--- src/rtl/spi_stat_pkg.sv ---
package spi_stat_pkg;
  localparam int CMD_W   = 8;
  localparam int STAT_W  = 8;
  localparam int WEN_POS = 1;

  localparam logic [CMD_W-1:0] OP_SET_WE  = 8'h06;
  localparam logic [CMD_W-1:0] OP_CLR_WE  = 8'h04;
  localparam logic [CMD_W-1:0] OP_READ_ST = 8'h05;

  typedef enum logic [2:0] {
    ST_IDLE,
    ST_CMD,
    ST_ARM_SET,
    ST_ARM_CLR,
    ST_IGNORE,
    ST_RD_WAIT,
    ST_RD_DRIVE
  } seqState_t;

  typedef struct packed {
    logic clrFrame;
    logic shiftIn;
    logic loadOut;
    logic startDrive;
    logic shiftOut;
    logic setWen;
    logic clrWen;
  } ctrlStrb_t;
endpackage

--- src/rtl/spi_stat_dp.sv ---
module spi_stat_dp
  import spi_stat_pkg::*;
#(
  parameter int SYNC_STAGES = 2
) (
  input  logic             clk,
  input  logic             rstN,
  input  logic             csNIn,
  input  logic             sclkIn,
  input  logic             sdInRaw,
  input  ctrlStrb_t        strb,
  output logic             csHigh,
  output logic             sckRise,
  output logic             sckFall,
  output logic             lastBit,
  output logic [CMD_W-1:0] rxByte,
  output logic             sdOut,
  output logic             sdOutEn,
  output logic             wenOut
);
  localparam int CNT_W = (CMD_W > 1) ? $clog2(CMD_W) : 1;
  localparam logic [CNT_W-1:0] LAST_CNT = CNT_W'(CMD_W - 1);

  // bit 2 = chip select, bit 1 = serial clock, bit 0 = serial data
  logic [2:0] syncQ [SYNC_STAGES];

  for (genvar g = 0; g < SYNC_STAGES; g++) begin : g_sync
    if (g == 0) begin : g_first
      always_ff @(posedge clk or negedge rstN) begin
        if (!rstN) syncQ[g] <= 3'b100;
        else       syncQ[g] <= {csNIn, sclkIn, sdInRaw};
      end
    end else begin : g_next
      always_ff @(posedge clk or negedge rstN) begin
        if (!rstN) syncQ[g] <= 3'b100;
        else       syncQ[g] <= syncQ[g-1];
      end
    end
  end

  logic csS, sckS, siS, sckPrev;
  assign csS  = syncQ[SYNC_STAGES-1][2];
  assign sckS = syncQ[SYNC_STAGES-1][1];
  assign siS  = syncQ[SYNC_STAGES-1][0];

  always_ff @(posedge clk or negedge rstN) begin
    if (!rstN) sckPrev <= 1'b0;
    else       sckPrev <= sckS;
  end

  assign csHigh  = csS;
  assign sckRise = sckS & ~sckPrev;
  assign sckFall = ~sckS & sckPrev;

  logic [CNT_W-1:0] bitCnt;
  logic [CMD_W-1:0] shiftReg;
  logic [STAT_W-1:0] outReg, statusByte;
  logic driveQ, wenQ;

  assign rxByte  = {shiftReg[CMD_W-2:0], siS};
  assign lastBit = (bitCnt == LAST_CNT);

  always_comb begin
    statusByte          = '0;
    statusByte[WEN_POS] = wenQ;
  end

  always_ff @(posedge clk or negedge rstN) begin
    if (!rstN) begin
      bitCnt   <= '0;
      shiftReg <= '0;
    end else if (strb.clrFrame) begin
      bitCnt   <= '0;
      shiftReg <= '0;
    end else if (strb.shiftIn) begin
      bitCnt   <= bitCnt + 1'b1;
      shiftReg <= rxByte;
    end
  end

  always_ff @(posedge clk or negedge rstN) begin
    if (!rstN)               outReg <= '0;
    else if (strb.loadOut)   outReg <= statusByte;
    else if (strb.shiftOut)  outReg <= {outReg[STAT_W-2:0], 1'b0};
  end

  always_ff @(posedge clk or negedge rstN) begin
    if (!rstN)                driveQ <= 1'b0;
    else if (strb.clrFrame)   driveQ <= 1'b0;
    else if (strb.startDrive) driveQ <= 1'b1;
  end

  always_ff @(posedge clk or negedge rstN) begin
    if (!rstN)            wenQ <= 1'b0;
    else if (strb.setWen) wenQ <= 1'b1;
    else if (strb.clrWen) wenQ <= 1'b0;
  end

  assign sdOut   = driveQ & outReg[STAT_W-1];
  assign sdOutEn = driveQ;
  assign wenOut  = wenQ;


  wen_change_at_cs_chk: assert property (@(posedge clk) disable iff (!rstN)
    (wenQ != $past(wenQ)) |-> $past(csS));


  no_drive_idle_chk: assert property (@(posedge clk) disable iff (!rstN)
    csS |=> !driveQ);


  cnt_on_rise_chk: assert property (@(posedge clk) disable iff (!rstN)
    (!sckRise && !csS) |=> $stable(bitCnt));
endmodule

--- src/rtl/spi_stat_ctrl.sv ---
module spi_stat_ctrl
  import spi_stat_pkg::*;
(
  input  logic             clk,
  input  logic             rstN,
  input  logic             csHigh,
  input  logic             sckRise,
  input  logic             sckFall,
  input  logic             lastBit,
  input  logic [CMD_W-1:0] rxByte,
  output ctrlStrb_t        strb
);
  seqState_t state, nxt;

  always_comb begin
    strb = '0;
    nxt  = state;
    if (csHigh) begin
      strb.clrFrame = 1'b1;
      strb.setWen   = (state == ST_ARM_SET);
      strb.clrWen   = (state == ST_ARM_CLR);
      nxt           = ST_IDLE;
    end else begin
      unique case (state)
        ST_IDLE: nxt = ST_CMD;
        ST_CMD: begin
          if (sckRise) begin
            strb.shiftIn = 1'b1;
            if (lastBit) begin
              if (rxByte == OP_SET_WE)       nxt = ST_ARM_SET;
              else if (rxByte == OP_CLR_WE)  nxt = ST_ARM_CLR;
              else if (rxByte == OP_READ_ST) begin
                strb.loadOut = 1'b1;
                nxt          = ST_RD_WAIT;
              end else                       nxt = ST_IGNORE;
            end
          end
        end
        ST_RD_WAIT: begin
          if (sckFall) begin
            strb.startDrive = 1'b1;
            nxt             = ST_RD_DRIVE;
          end
        end
        ST_RD_DRIVE: strb.shiftOut = sckFall;
        default: nxt = state;
      endcase
    end
  end

  always_ff @(posedge clk or negedge rstN) begin
    if (!rstN) state <= ST_IDLE;
    else       state <= nxt;
  end


  hold_no_shift_chk: assert property (@(posedge clk) disable iff (!rstN)
    (state == ST_IGNORE || state == ST_ARM_SET || state == ST_ARM_CLR)
      |-> !(strb.shiftIn || strb.startDrive || strb.loadOut));


  wen_one_op_chk: assert property (@(posedge clk) disable iff (!rstN)
    $onehot0({strb.setWen, strb.clrWen}));


  cmd_no_drive_chk: assert property (@(posedge clk) disable iff (!rstN)
    (state == ST_CMD) |-> !strb.startDrive);
endmodule

--- src/rtl/spi_status_front.sv ---
module spi_status_front
  import spi_stat_pkg::*;
#(
  parameter int SYNC_STAGES = 2
) (
  input  logic clk,
  input  logic rstN,
  input  logic csN,
  input  logic sclk,
  input  logic sdIn,
  output logic sdOut,
  output logic sdOutEn,
  output logic writeEnable
);
  ctrlStrb_t        strb;
  logic             csHigh, sckRise, sckFall, lastBit;
  logic [CMD_W-1:0] rxByte;

  spi_stat_dp #(.SYNC_STAGES(SYNC_STAGES)) dp_i (
    .clk(clk), .rstN(rstN), .csNIn(csN), .sclkIn(sclk), .sdInRaw(sdIn),
    .strb(strb), .csHigh(csHigh), .sckRise(sckRise), .sckFall(sckFall),
    .lastBit(lastBit), .rxByte(rxByte), .sdOut(sdOut), .sdOutEn(sdOutEn),
    .wenOut(writeEnable)
  );

  spi_stat_ctrl ctrl_i (
    .clk(clk), .rstN(rstN), .csHigh(csHigh), .sckRise(sckRise),
    .sckFall(sckFall), .lastBit(lastBit), .rxByte(rxByte), .strb(strb)
  );
endmodule

--- config.mk ---
export PLATFORM = sky130hd
export DESIGN_NAME = spi_status_front
export DESIGN_NICKNAME = d
export VERILOG_FILES = /design/src/rtl/spi_stat_pkg.sv /design/src/rtl/spi_stat_dp.sv /design/src/rtl/spi_stat_ctrl.sv /design/src/rtl/spi_status_front.sv
export SDC_FILE = /design/constraint.sdc
export NUM_CORES = 1
export LEC_CHECK = 0
export ABC_AREA = 1
export BUFFER_PORTS_ARGS = -buffer_cell sky130_fd_sc_hd__buf_2
export CAP_MARGIN = 20
export CORE_ASPECT_RATIO = 1.2
export CORE_MARGIN = 2
export CORE_UTILIZATION = 52
export CTS_CLUSTER_DIAMETER = 60
export DETAILED_ROUTE_END_ITERATION = 6
export PLACE_DENSITY = 0.82
export SYNTH_ARGS = -nofsm -noshare
export SYNTH_HDL_FRONTEND = slang
export SYNTH_SLANG_ARGS = --single-unit
--- constraint.sdc ---
create_clock -name clk -period 1.2 [get_ports clk]
set_input_delay 0.12 -clock clk [delete_from_list [all_inputs] [get_ports clk]]
set_output_delay 0.12 -clock clk [all_outputs]
set_load 0.01 [all_outputs]
# Word-level counts from Yosys, hierarchy flattened
# Index checks and enable logic that the tools add are counted.
[word_totals]
latchBits = 0
mem_count = 0
word_cells = 64
inputBits = 5
romBits = 0
output_inout_bits = 3
ff_bits = 30
ramBits = 0
[op_classes]
reduce_logical = 7
n_lt_le_gt_ge = 0
mul = 0
div = 0
mux = 30
n_eq_ne = 12
addsub = 1
n_shift = 0
n_bitwise = 5
[op_table]
columns = ["op", "count"]
rows = [
  ["$eq A8 B3 Y1 const B", 3],
  ["$mux W3", 8],
  ["$mux W8", 2],
  ["$mux W7", 2],
  ["$mux W1", 13],
  ["$eq A3 B3 Y1 const B", 3],
  ["$ne A3 B2 Y1 const B", 3],
  ["$pmux W3 S3", 1],
  ["$reduce_bool A2 Y1", 4],
  ["$eq A3 B2 Y1 const B", 2],
  ["$mux W2", 3],
  ["$mux W4", 1],
  ["$reduce_and A4 Y1", 1],
  ["$reduce_bool A4 Y1", 1],
  ["$add A3 B1 Y3 const B", 1],
  ["$and A1 B1 Y1", 3],
  ["$eq A3 B1 Y1 const B", 1],
  ["$logic_not A3 Y1", 1],
  ["$not A1 Y1", 2],
]

# Longest topological paths before layout
# Gate-level depths: netlist of run 1.
[logic_depth]
word_depth = 10
mapped_depth = 9

# Hierarchy
# From an unflattened synthesis of run 1, not the netlist that was laid out.
[hier_totals]
hier_cells = 147
area_unflattened_um2 = 1306.3
[modules_own_cells]
columns = ["mod", "n_inst", "area_per_inst_um2", "cells_per_inst"]
rows = [
  ["spi_stat_dp", 1, 985.9, 96],
  ["spi_stat_ctrl", 1, 320.3, 51],
]

# Worst setup path before layout of run 1
# OpenSTA, ideal clock, no wires.
[synth_path]
kind = "reg2reg"
start = "reg ctrl_i.state[1]"
end = "reg dp_i.outReg[1]"
arrival_ps = 1116
t_required_ps = 1083
setup_time_ps = 117
synth_period_minus_slack_ps = 1233
stages_incl_launch_ff = 9
path_buffers = 0
slack_ps = -33
cell_sequence = "dfrtp_1 -> inv_2 -> nand2_2 -> nor2_4 -> nand2_4 -> nor2_4 -> nand2_2 -> nand3_1 -> nand2_1"
[synth_between]
elab_chain_len = 4
word_cells_on_any_way = 7
[synth_lines]
columns = ["item", "line", "text"]
rows = [
  ["from (decl)", "spi_stat_ctrl.sv:13", "seqState_t state, nxt;"],
  ["from (signal assigned)", "spi_stat_ctrl.sv:53", "else state <= nxt;"],
  ["$eq A3 B1 Y1 or $eq A3 B3 Y1 (tied branches)", "spi_stat_ctrl.sv:24", "unique case (state)"],
  ["$mux W2 or $mux W1 (tied branches)", "spi_stat_ctrl.sv:24", ""],
  ["$mux W4 *", "spi_stat_ctrl.sv:18", "if (csHigh) begin"],
  ["$mux W8 or $reduce_bool A2 Y1 (tied branches)", "n/a", ""],
  ["to (signal assigned)", "spi_stat_dp.sv:83", "else if (strb.loadOut) outReg <= statusByte;"],
  ["to (signal assigned)", "spi_stat_dp.sv:84", "else if (strb.shiftOut) outReg <= {outReg[STAT_W-2:0], 1'b0};"],
  ["to (decl)", "spi_stat_dp.sv:57", "logic [STAT_W-1:0] outReg, statusByte;"],
]
# Every way passes the cells marked *; elsewhere a longest branch is shown, timed or not.
# A chain may end at the register's enable or synchronous reset.

# Final worst setup path of run 1
[layout_path]
start = "reg dp_i.bitCnt[1]"
end = "reg dp_i.outReg[1]"
[layout_between]
elab_chain_len = 6
word_cells_on_any_way = 7
[layout_lines]
columns = ["item", "line", "text"]
rows = [
  ["from (decl)", "spi_stat_dp.sv:55", "logic [CNT_W-1:0] bitCnt;"],
  ["from (signal assigned)", "spi_stat_dp.sv:76", "bitCnt <= bitCnt + 1'b1;"],
  ["$eq A3 B3 Y1 *", "spi_stat_dp.sv:61", "assign lastBit = (bitCnt == LAST_CNT);"],
  ["$mux W1 *", "spi_stat_ctrl.sv:29", "if (lastBit) begin"],
  ["$mux W2 *", "spi_stat_ctrl.sv:27", "if (sckRise) begin"],
  ["$mux W2 *", "spi_stat_ctrl.sv:24", ""],
  ["$mux W4 *", "spi_stat_ctrl.sv:18", ""],
  ["$mux W8 or $reduce_bool A2 Y1 (tied branches)", "n/a", ""],
]
# Marks and branches as above.

==> results of run 1 <==
## cell type report
type,count,area share (%)
sequential,29,41.5
multi-input combinational,88,31.6
timing repair buffer,36,15.2
inverter,31,6.70
clock buffer,8,2.78
tap,31,2.21
## per-stage QoR
| stage | instance area (sq um) | setup WS, ns | TNS [ns] | util [%] | std cells |
|---|---|---|---|---|---|
| floorplan | 1320 | -0.0161 | -0.0202 | - | 148 |
| global placement | 1530 | -0.0412 | -0.316 | 65.7 | 205 |
| detailed placement | 1530 | -0.130 | -0.924 | 65.7 | 205 |
| CTS | 1710 | -0.0802 | -0.912 | 73.4 | 222 |
| global route | 1760 | -0.178 | -2.65 | 75.4 | 223 |
| finish | 1760 | -0.0881 | -1.01 | 75.4 | 223 |
## cells in the mapped netlist
cell	number
a41oi_1	1
nor2_2	1
clkinv_1	1
inv_2	2
dfrtp_1	27
nand3_1	10
a21oi_1	2
inv_1	28
o22ai_1	7
dfstp_2	2
a31oi_1	1
nand2_2	3
nand3_2	1
nor2_1	7
o21bai_1	2
nand4_2	1
nand2_1	38
nor2_4	3
nand2_4	1
o21ai_1	7
buf_4	1
ha_1	2
## power groups by stage
stage	logic [uW]	registers [uW]	clock network, uW
floorplan	385	1160	0
global placement	641	1160	0
detailed placement	672	1170	0
CTS	812	1150	553
global route	912	1180	607
finish	843	1170	557
## routing by layer
| metal | track usage [%] | wire (um) |
|---|---|---|
| met2 | 39.2 | 1440 |
| met5 | 0 | 0 |
| met1 | 22.0 | 1110 |
| met4 | 14.7 | 157 |
| met3 | 7.11 | 125 |
## worst max-delay path by stage
stage | from | endpoint | cells past startpoint
floorplan | ctrl_i.state[1] | dp_i.outReg[1] | 8
global placement | dp_i.bitCnt[0] | dp_i.outReg[1] | 7
detailed placement | dp_i.bitCnt[0] | dp_i.outReg[1] | 7
CTS | dp_i.bitCnt[1] | ctrl_i.state[0] | 9
global route | dp_i.bitCnt[1] | dp_i.outReg[1] | 7
finish | dp_i.bitCnt[1] | dp_i.outReg[1] | 7
## state kept, by name, summed over array words and instances (netlist names)
| name | cells |
|---|---|
| dp_i.sckPrev | 1 |
| dp_i.rxByte | 1 |
| dp_i.outReg | 7 |
| dp_i.shiftReg | 7 |
| dp_i.syncQ | 3 |
| dp_i.wenOut | 1 |
| ctrl_i.state | 3 |
| dp_i.bitCnt | 3 |
| dp_i.sdOutEn | 1 |
| dp_i.csHigh | 1 |
| dp_i.sckS | 1 |
## timing repair
item / in CTS / in global routing
gates cloned: 0 / 1
setup buffers: 5 / 1
pin swaps: 4 / 5
resized for setup: 13 / 12
endpoints found under the setup margin: 18 / 20
hold endpoints to repair: 30 / 0
hold buffers: 4 / 0
## logic make-up after synthesis
family,after synthesis
AO/OA/AOI/OAI,20
buffers and inverters,32
AND/OR/NAND/NOR,65
adder cells (fa/ha/maj),2
flip-flops,29
## cell usage in the layout, fill, tap and decap left out
cell	instances
a21oi_1	2
a31oi_1	1
a41oi_1	1
buf_2	7
buf_4	24
buf_6	1
clkbuf_1	3
clkbuf_4	5
clkinv_2	1
dfrtp_1	26
dfrtp_2	1
dfstp_2	2
dlygate4sd3_1	4
ha_2	1
ha_4	1
inv_1	26
inv_2	4
nand2_1	30
nand2_2	8
nand2_4	4
nand3_1	8
nand3_2	3
nand4_2	1
nand4_4	1
nor2_1	4
nor2_2	3
nor2_4	4
o21ai_1	7
o21bai_1	2
o22ai_1	6
o22ai_2	1
==> impl_metrics.py, run 1 <==
metrics = {
    "timing": {
        "fin_skew_ns": 0.0150,
        "worstMarginPinSlew_ns": 0.618,
        "slew_headroom_pct": 58.8,
        "rsz0062_at_grt": "true",
        "finalSetupViolations": 20,
        "finalCriticalPeriod_ns": 1.29,
        "hold_viol_final": 0,
        "worst_slack_ns": -0.0881,
        "fmax_mhz": 776,
        "whs_ns": 0.318,
        "post-route-period-util_pct": 107,
        "slew_violations": 0,
    },
    "synthesis": {
        "syn_inst": 148,
        "syn-num-nets": 155,
        "synth_simple_gate_area_share_pct": 23.8,
        "synthTopCellsByArea": "dfrtp_1 (52%), nand2_1 (11%), inv_1 (8.0%)",
        "synth_compound_area_share_pct": 9.09,
        "synth.distinct_cells": 22,
        "synth_xor_area_share_pct": 0,
        "syn_area_sq_um": 1310,
        "yosysWarnings": 0,
        "ys_seq_elements": 29,
        "synth_top_family_by_area": "simple AND/OR/NAND/NOR gates",
        "avgSynthCellArea_sq_um": 8.83,
        "synthDominantCellAreaShare_pct": 51.7,
        "muxShareOfSynthArea_pct": 0,
        "synth_area_leader_cell": "dfrtp_1",
        "yosys.area_share.adder_pct": 1.91,
        "ys_seq_area_share_pct": 55.7,
    },
    "pwr": {
        "p_leak_uw": 0.000922,
        "power_density_nw_per_um2": 1460,
        "clock_power_share_pct": 21.7,
        "fin_total_pwr_uw": 2570,
        "intPower_uw": 1690,
        "seqPwrFrac_pct": 45.6,
        "switching_share_pct": 34.1,
        "p_sw_uw": 875,
        "ir_drop_mv": 1.07,
        "pwr-share-comb_pct": 32.8,
    },
    "critical_path": {
        "cp.arrival_ns": 1.52,
        "crit_buf_inv": 0,
        "crit_path_end_kind": "flop",
        "cp_top_family": "simple AND/OR/NAND/NOR gates",
        "critPathKind": "reg -> reg",
        "worst-r2r-cell-count": 7,
        "cp-start-kind": "flop",
        "path_max_fanout": 7,
        "r2r_start": "dp_i.bitCnt[1]",
        "slowest_delay_ns": 0.36,
        "rrSetupSlack_ns": -0.09,
        "cp_slowest_cell": "dfrtp_1",
        "critPathRequiredTime_ns": 1.43,
        "crit_chain": "ha_2 -> ha_4 -> nand3_2 -> nor2_4 -> nand2_4 -> nand3_1 -> nand2_1",
        "rr_endpoint": "dp_i.outReg[1]",
    },
    "detailed_routing": {
        "route.vias.total": 1131,
        "totalWireLength_um": 2830,
        "wire_per_inst_um": 12.7,
        "drt_iter0_drc": 24,
        "drc_errors": 0,
        "postRouteAntennaNets": 0,
        "dr.pass1.iters": 4,
        "vias_per_cell": 5.07,
    },
    "cts": {
        "path_clk_slew_ns": 0.09,
        "clk_latency_ns": 0.34,
        "cts_tree": "done",
        "cts_buffers": 5,
        "clk_path_buf_depth": 2,
        "cts_htree_levels": 2,
        "cts-root-buf": "clkbuf_4",
        "clock_sinks": 29,
    },
    "grt": {
        "grt_pass1_vias": 1116,
        "overflow": 0,
        "grt_max_degree": 30,
        "grt_use_total_pct": 22.1,
        "antenna_found_initial": 0,
        "grt_pass1_wl_um": 4620,
    },
    "cells_and_area": {
        "syn2layout_area_growth_pct": 34.4,
        "final_nets": 198,
        "diodes": 0,
        "fill_cells": 164,
        "drive_above_1_share_pct": 37.5,
        "multi_input_area_sq_um": 556,
        "regArea_sq_um": 729,
    },
    "floorplanning": {
        "core_sq_um": 2330,
        "die_h_um": 58.9,
        "rows": 19,
        "io_pins": 8,
        "dieArea_sq_um": 2930,
        "initial_core_util_pct": 56.1,
        "die_w_um": 49.8,
    },
    "placement": {
        "io_buffers": 7,
        "hpwlAfterDp_um": 1780,
        "place.gp.congestion": 0.877,
    },
    "status": {
        "status": "finished, violations left",
        "violations": "negative setup slack",
    },
    "flow_run": {
        "drv_cap": 0,
    },
    "hold_path": {
        "hp-class": "in -> async",
    },
}
(Power assumes the default switching activity.)
==> inputs of run 2 (changes only) <==
ABC_AREA = unset   (was 1)
CORE_UTILIZATION = 35   (was 52)
PLACE_DENSITY = 0.62   (was 0.82)
==> run 2 against run 1 <==
Effect of this change:
- the flow still finishes with violations (negative setup slack)
- register-to-register slack worse by 0.48 ns
- final cell count down 11%
- combinational power down 83%
- total power down 26%
- synthesized area down 2.4%
- sequential share of layout area down 3.0 points
- critical endpoint is now dp_i.outReg[3]
- highest routed layer unchanged
==> impl_metrics.py, run 2 <==
metrics = {
    "detailed_routing": {
        "wl_met1_um": 1360,
        "postRouteAntennaNets": 0,
        "routed.top_layer": "met4",
        "wire_per_inst_um": 15.6,
        "met3_length_um": 77,
        "dr.pass1.iters": 4,
        "route.met2.wl_um": 1600,
        "drc_errors": 0,
        "totalWireLength_um": 3110,
        "drt_iter0_drc": 90,
        "vias_per_cell": 5.53,
        "route.vias.total": 1101,
    },
    "cells_and_area": {
        "diodes": 0,
        "layout_commonest_cell": "dfrtp_1",
        "final_cell_mix": "dfrtp_1 (27), buf_4 (26), o21ai_0 (16)",
        "drive_above_1_share_pct": 47.5,
        "final_nets": 166,
        "reg.largest.list": "dp_i.outReg x7, dp_i.shiftReg x7",
        "syn2layout_area_growth_pct": 48.2,
        "fill_cells": 316,
    },
    "synthesis": {
        "ys_seq_elements": 29,
        "synth.distinct_cells": 28,
        "ys_seq_area_share_pct": 57.1,
        "synthTopCellsByArea": "dfrtp_1 (53%), a21oi_1 (6.7%), o21ai_0 (6.7%)",
        "synthArstFlopShare_pct": 100,
        "synthDominantCellAreaShare_pct": 52.9,
        "syn_inst": 118,
        "synth_commonest_cells": "dfrtp_1 (27), a21oi_1 (17), o21ai_0 (17)",
        "yosysWarnings": 0,
        "synth_edf_count": 0,
        "synth_area_leader_cell": "dfrtp_1",
        "yosysMostFrequentCell": "dfrtp_1",
        "syn-num-nets": 125,
        "synth_ff_type": "dfrtp_1",
        "avgSynthCellArea_sq_um": 10.8,
        "syn_area_sq_um": 1280,
    },
    "flow_run": {
        "drv_cap": 0,
    },
    "critical_path": {
        "rr_endpoint": "dp_i.outReg[3]",
        "rrSetupSlack_ns": -0.57,
        "worst-r2r-cell-count": 6,
        "setup.worst_path.end": "dp_i.outReg[3]",
        "critPathRequiredTime_ns": 1.35,
        "cp.arrival_ns": 1.92,
        "crit_path_end_kind": "flop",
        "critPathLaunch": "dp_i.bitCnt[0]",
        "critPathKind": "reg -> reg",
        "r2r_start": "dp_i.bitCnt[0]",
        "cp-start-kind": "flop",
        "path_max_fanout": 6,
    },
    "timing": {
        "setup_tns_ns": -6.70,
        "slew_violations": 0,
        "worstMarginPinSlew_ns": 0.662,
        "finalSetupViolations": 21,
        "post-route-period-util_pct": 147,
        "finalCriticalPeriod_ns": 1.77,
        "fin_skew_ns": 0.00570,
        "fmax_mhz": 566,
        "hold_viol_final": 0,
        "worst_slack_ns": -0.567,
        "slew_headroom_pct": 55.8,
        "rsz0062_at_grt": "true",
    },
    "pwr": {
        "ir_drop_mv": 0.675,
        "pwr-share-comb_pct": 7.6,
        "power_density_nw_per_um2": 1010,
        "switching_share_pct": 23.0,
        "intPower_uw": 1470,
        "clock_power_share_pct": 39.6,
        "p_sw_uw": 439,
        "seqPwrFrac_pct": 52.8,
        "fin_total_pwr_uw": 1910,
        "p_leak_uw": 0.000791,
    },
    "cts": {
        "clock_sinks": 29,
        "clk_latency_ns": 0.28,
        "path_clk_slew_ns": 0.06,
        "cts_htree_levels": 2,
        "cts_buffers": 5,
        "cts-root-buf": "clkbuf_8",
        "clk_path_buf_depth": 2,
        "cts_tree": "done",
    },
    "placement": {
        "io_buffers": 7,
        "hpwlAfterDp_um": 2070,
        "place.gp.congestion": 0.800,
    },
    "grt": {
        "overflow": 0,
        "grt_pass1_vias": 1074,
        "grt_pass1_wl_um": 4980,
        "antenna_found_initial": 0,
        "grt_use_total_pct": 16.3,
        "grt_max_degree": 17,
    },
    "floorplanning": {
        "rows": 24,
        "initial_core_util_pct": 35.7,
        "core_sq_um": 3570,
        "die_w_um": 59.1,
        "dieArea_sq_um": 4150,
        "io_pins": 8,
        "die_h_um": 70.2,
    },
    "status": {
        "violations": "negative setup slack",
        "status": "finished, violations left",
    },
    "hold_path": {
        "hp-class": "in -> async",
    },
}
[run 2: cell count changes in the layout (fill, tap and decap cells not counted), moves of 4 or more]
cell / change
inv_1: -22
nand3_2: +5
nand2_2: -8
inv_2: -4
o21ai_0: +16
o22ai_1: -6
a21oi_1: +12
nand2_1: -30
nand2_4: -4
nor2_4: -4
clkbuf_8: +5
clkbuf_4: -5
o21ai_1: -7
[run 2: logic make-up (layout without fill, tap and decap cells)]
| kind of cell | count (synthesis) | in the layout | synth area share [%] |
|---|---|---|---|
| adder cells (fa/ha/maj) | 2 | 2 | 1.96 |
| buffers and inverters | 12 | 54 | 3.53 |
| flip-flops | 29 | 29 | 57.1 |
| AO/OA/AOI/OAI | 42 | 42 | 18.4 |
| multiplexers | 1 | 1 | 0.784 |
| AND/OR/NAND/NOR | 32 | 32 | 18.2 |
[run 2: critical path: stages (launching register included)]
cell	delay, ns
dfrtp_1	0.36
ha_2	0.20
ha_4	0.12
or4bb_4	0.53
nor4_4	0.19
buf_4	0.19
a21oi_1	0.05
[run 2: area by class of cell]
type	count	area, sq um	area share, %
Sequential cell	29	728	38.5
Multi-Input combinational cell	77	659	34.9
Timing Repair Buffer	42	358	18.9
Clock buffer	6	72.6	3.84
Tap cell	39	48.8	2.58
Inverter	4	15.0	0.794
Clock inverter	2	10.0	0.529
[run 2: what timing repair did]
item                                    in CTS  in global routing
buffers inserted                             3                  2
pin swaps                                    3                  7
gates cloned                                 0                  1
hold endpoints to repair                    14                  0
hold buffers                                 4                  0
endpoints found under the setup margin      22                 22
gates resized for setup                      7                 10
[run 2: how the worst min path moves through the flow]
stage | end | cells after the start | from | slack [ns]
floorplan | ctrl_i.state[0] | 0 | rstN | -0.18
global placement | dp_i.sckPrev | 1 | rstN | 0.03
detailed placement | dp_i.sckPrev | 1 | rstN | 0.04
CTS | ctrl_i.state[2] | 2 | rstN | 0.29
global route | dp_i.sckS | 2 | rstN | 0.32
finish | dp_i.bitCnt[2] | 2 | rstN | 0.29
[run 2: power by group through the flow]
| stage | clock [uW] | sequential (uW) | combinational [uW] |
|---|---|---|---|
| after CTS | 767 | 1010 | 129 |
| after global placement | 0 | 1030 | 112 |
| after detailed placement | 0 | 1030 | 116 |
| after floorplan | 0 | 1030 | 42.3 |
| final | 757 | 1010 | 144 |
| after global routing | 825 | 1010 | 156 |
[run 2: routing by layer]
layer / vias up / global-route usage, %
li1: 521 / -
met1: 552 / 19.0
met2: 19 / 25.8
met3: 9 / 5.37
met4: 0 / 8.84
met5: - / 0
[run 2: per-stage QoR]
step                hold slack, ns  util [%]  cells  worst slack, ns  cell area, sq um
floorplan                   -0.176         -    118           -0.532              1390
global placement            0.0348      45.6    181           -0.507              1630
detailed placement          0.0410      45.6    181           -0.584              1630
CTS                          0.293      50.4    196           -0.577              1800
global route                 0.324      52.9    199           -0.651              1890
finish                       0.294      52.9    199           -0.567              1890
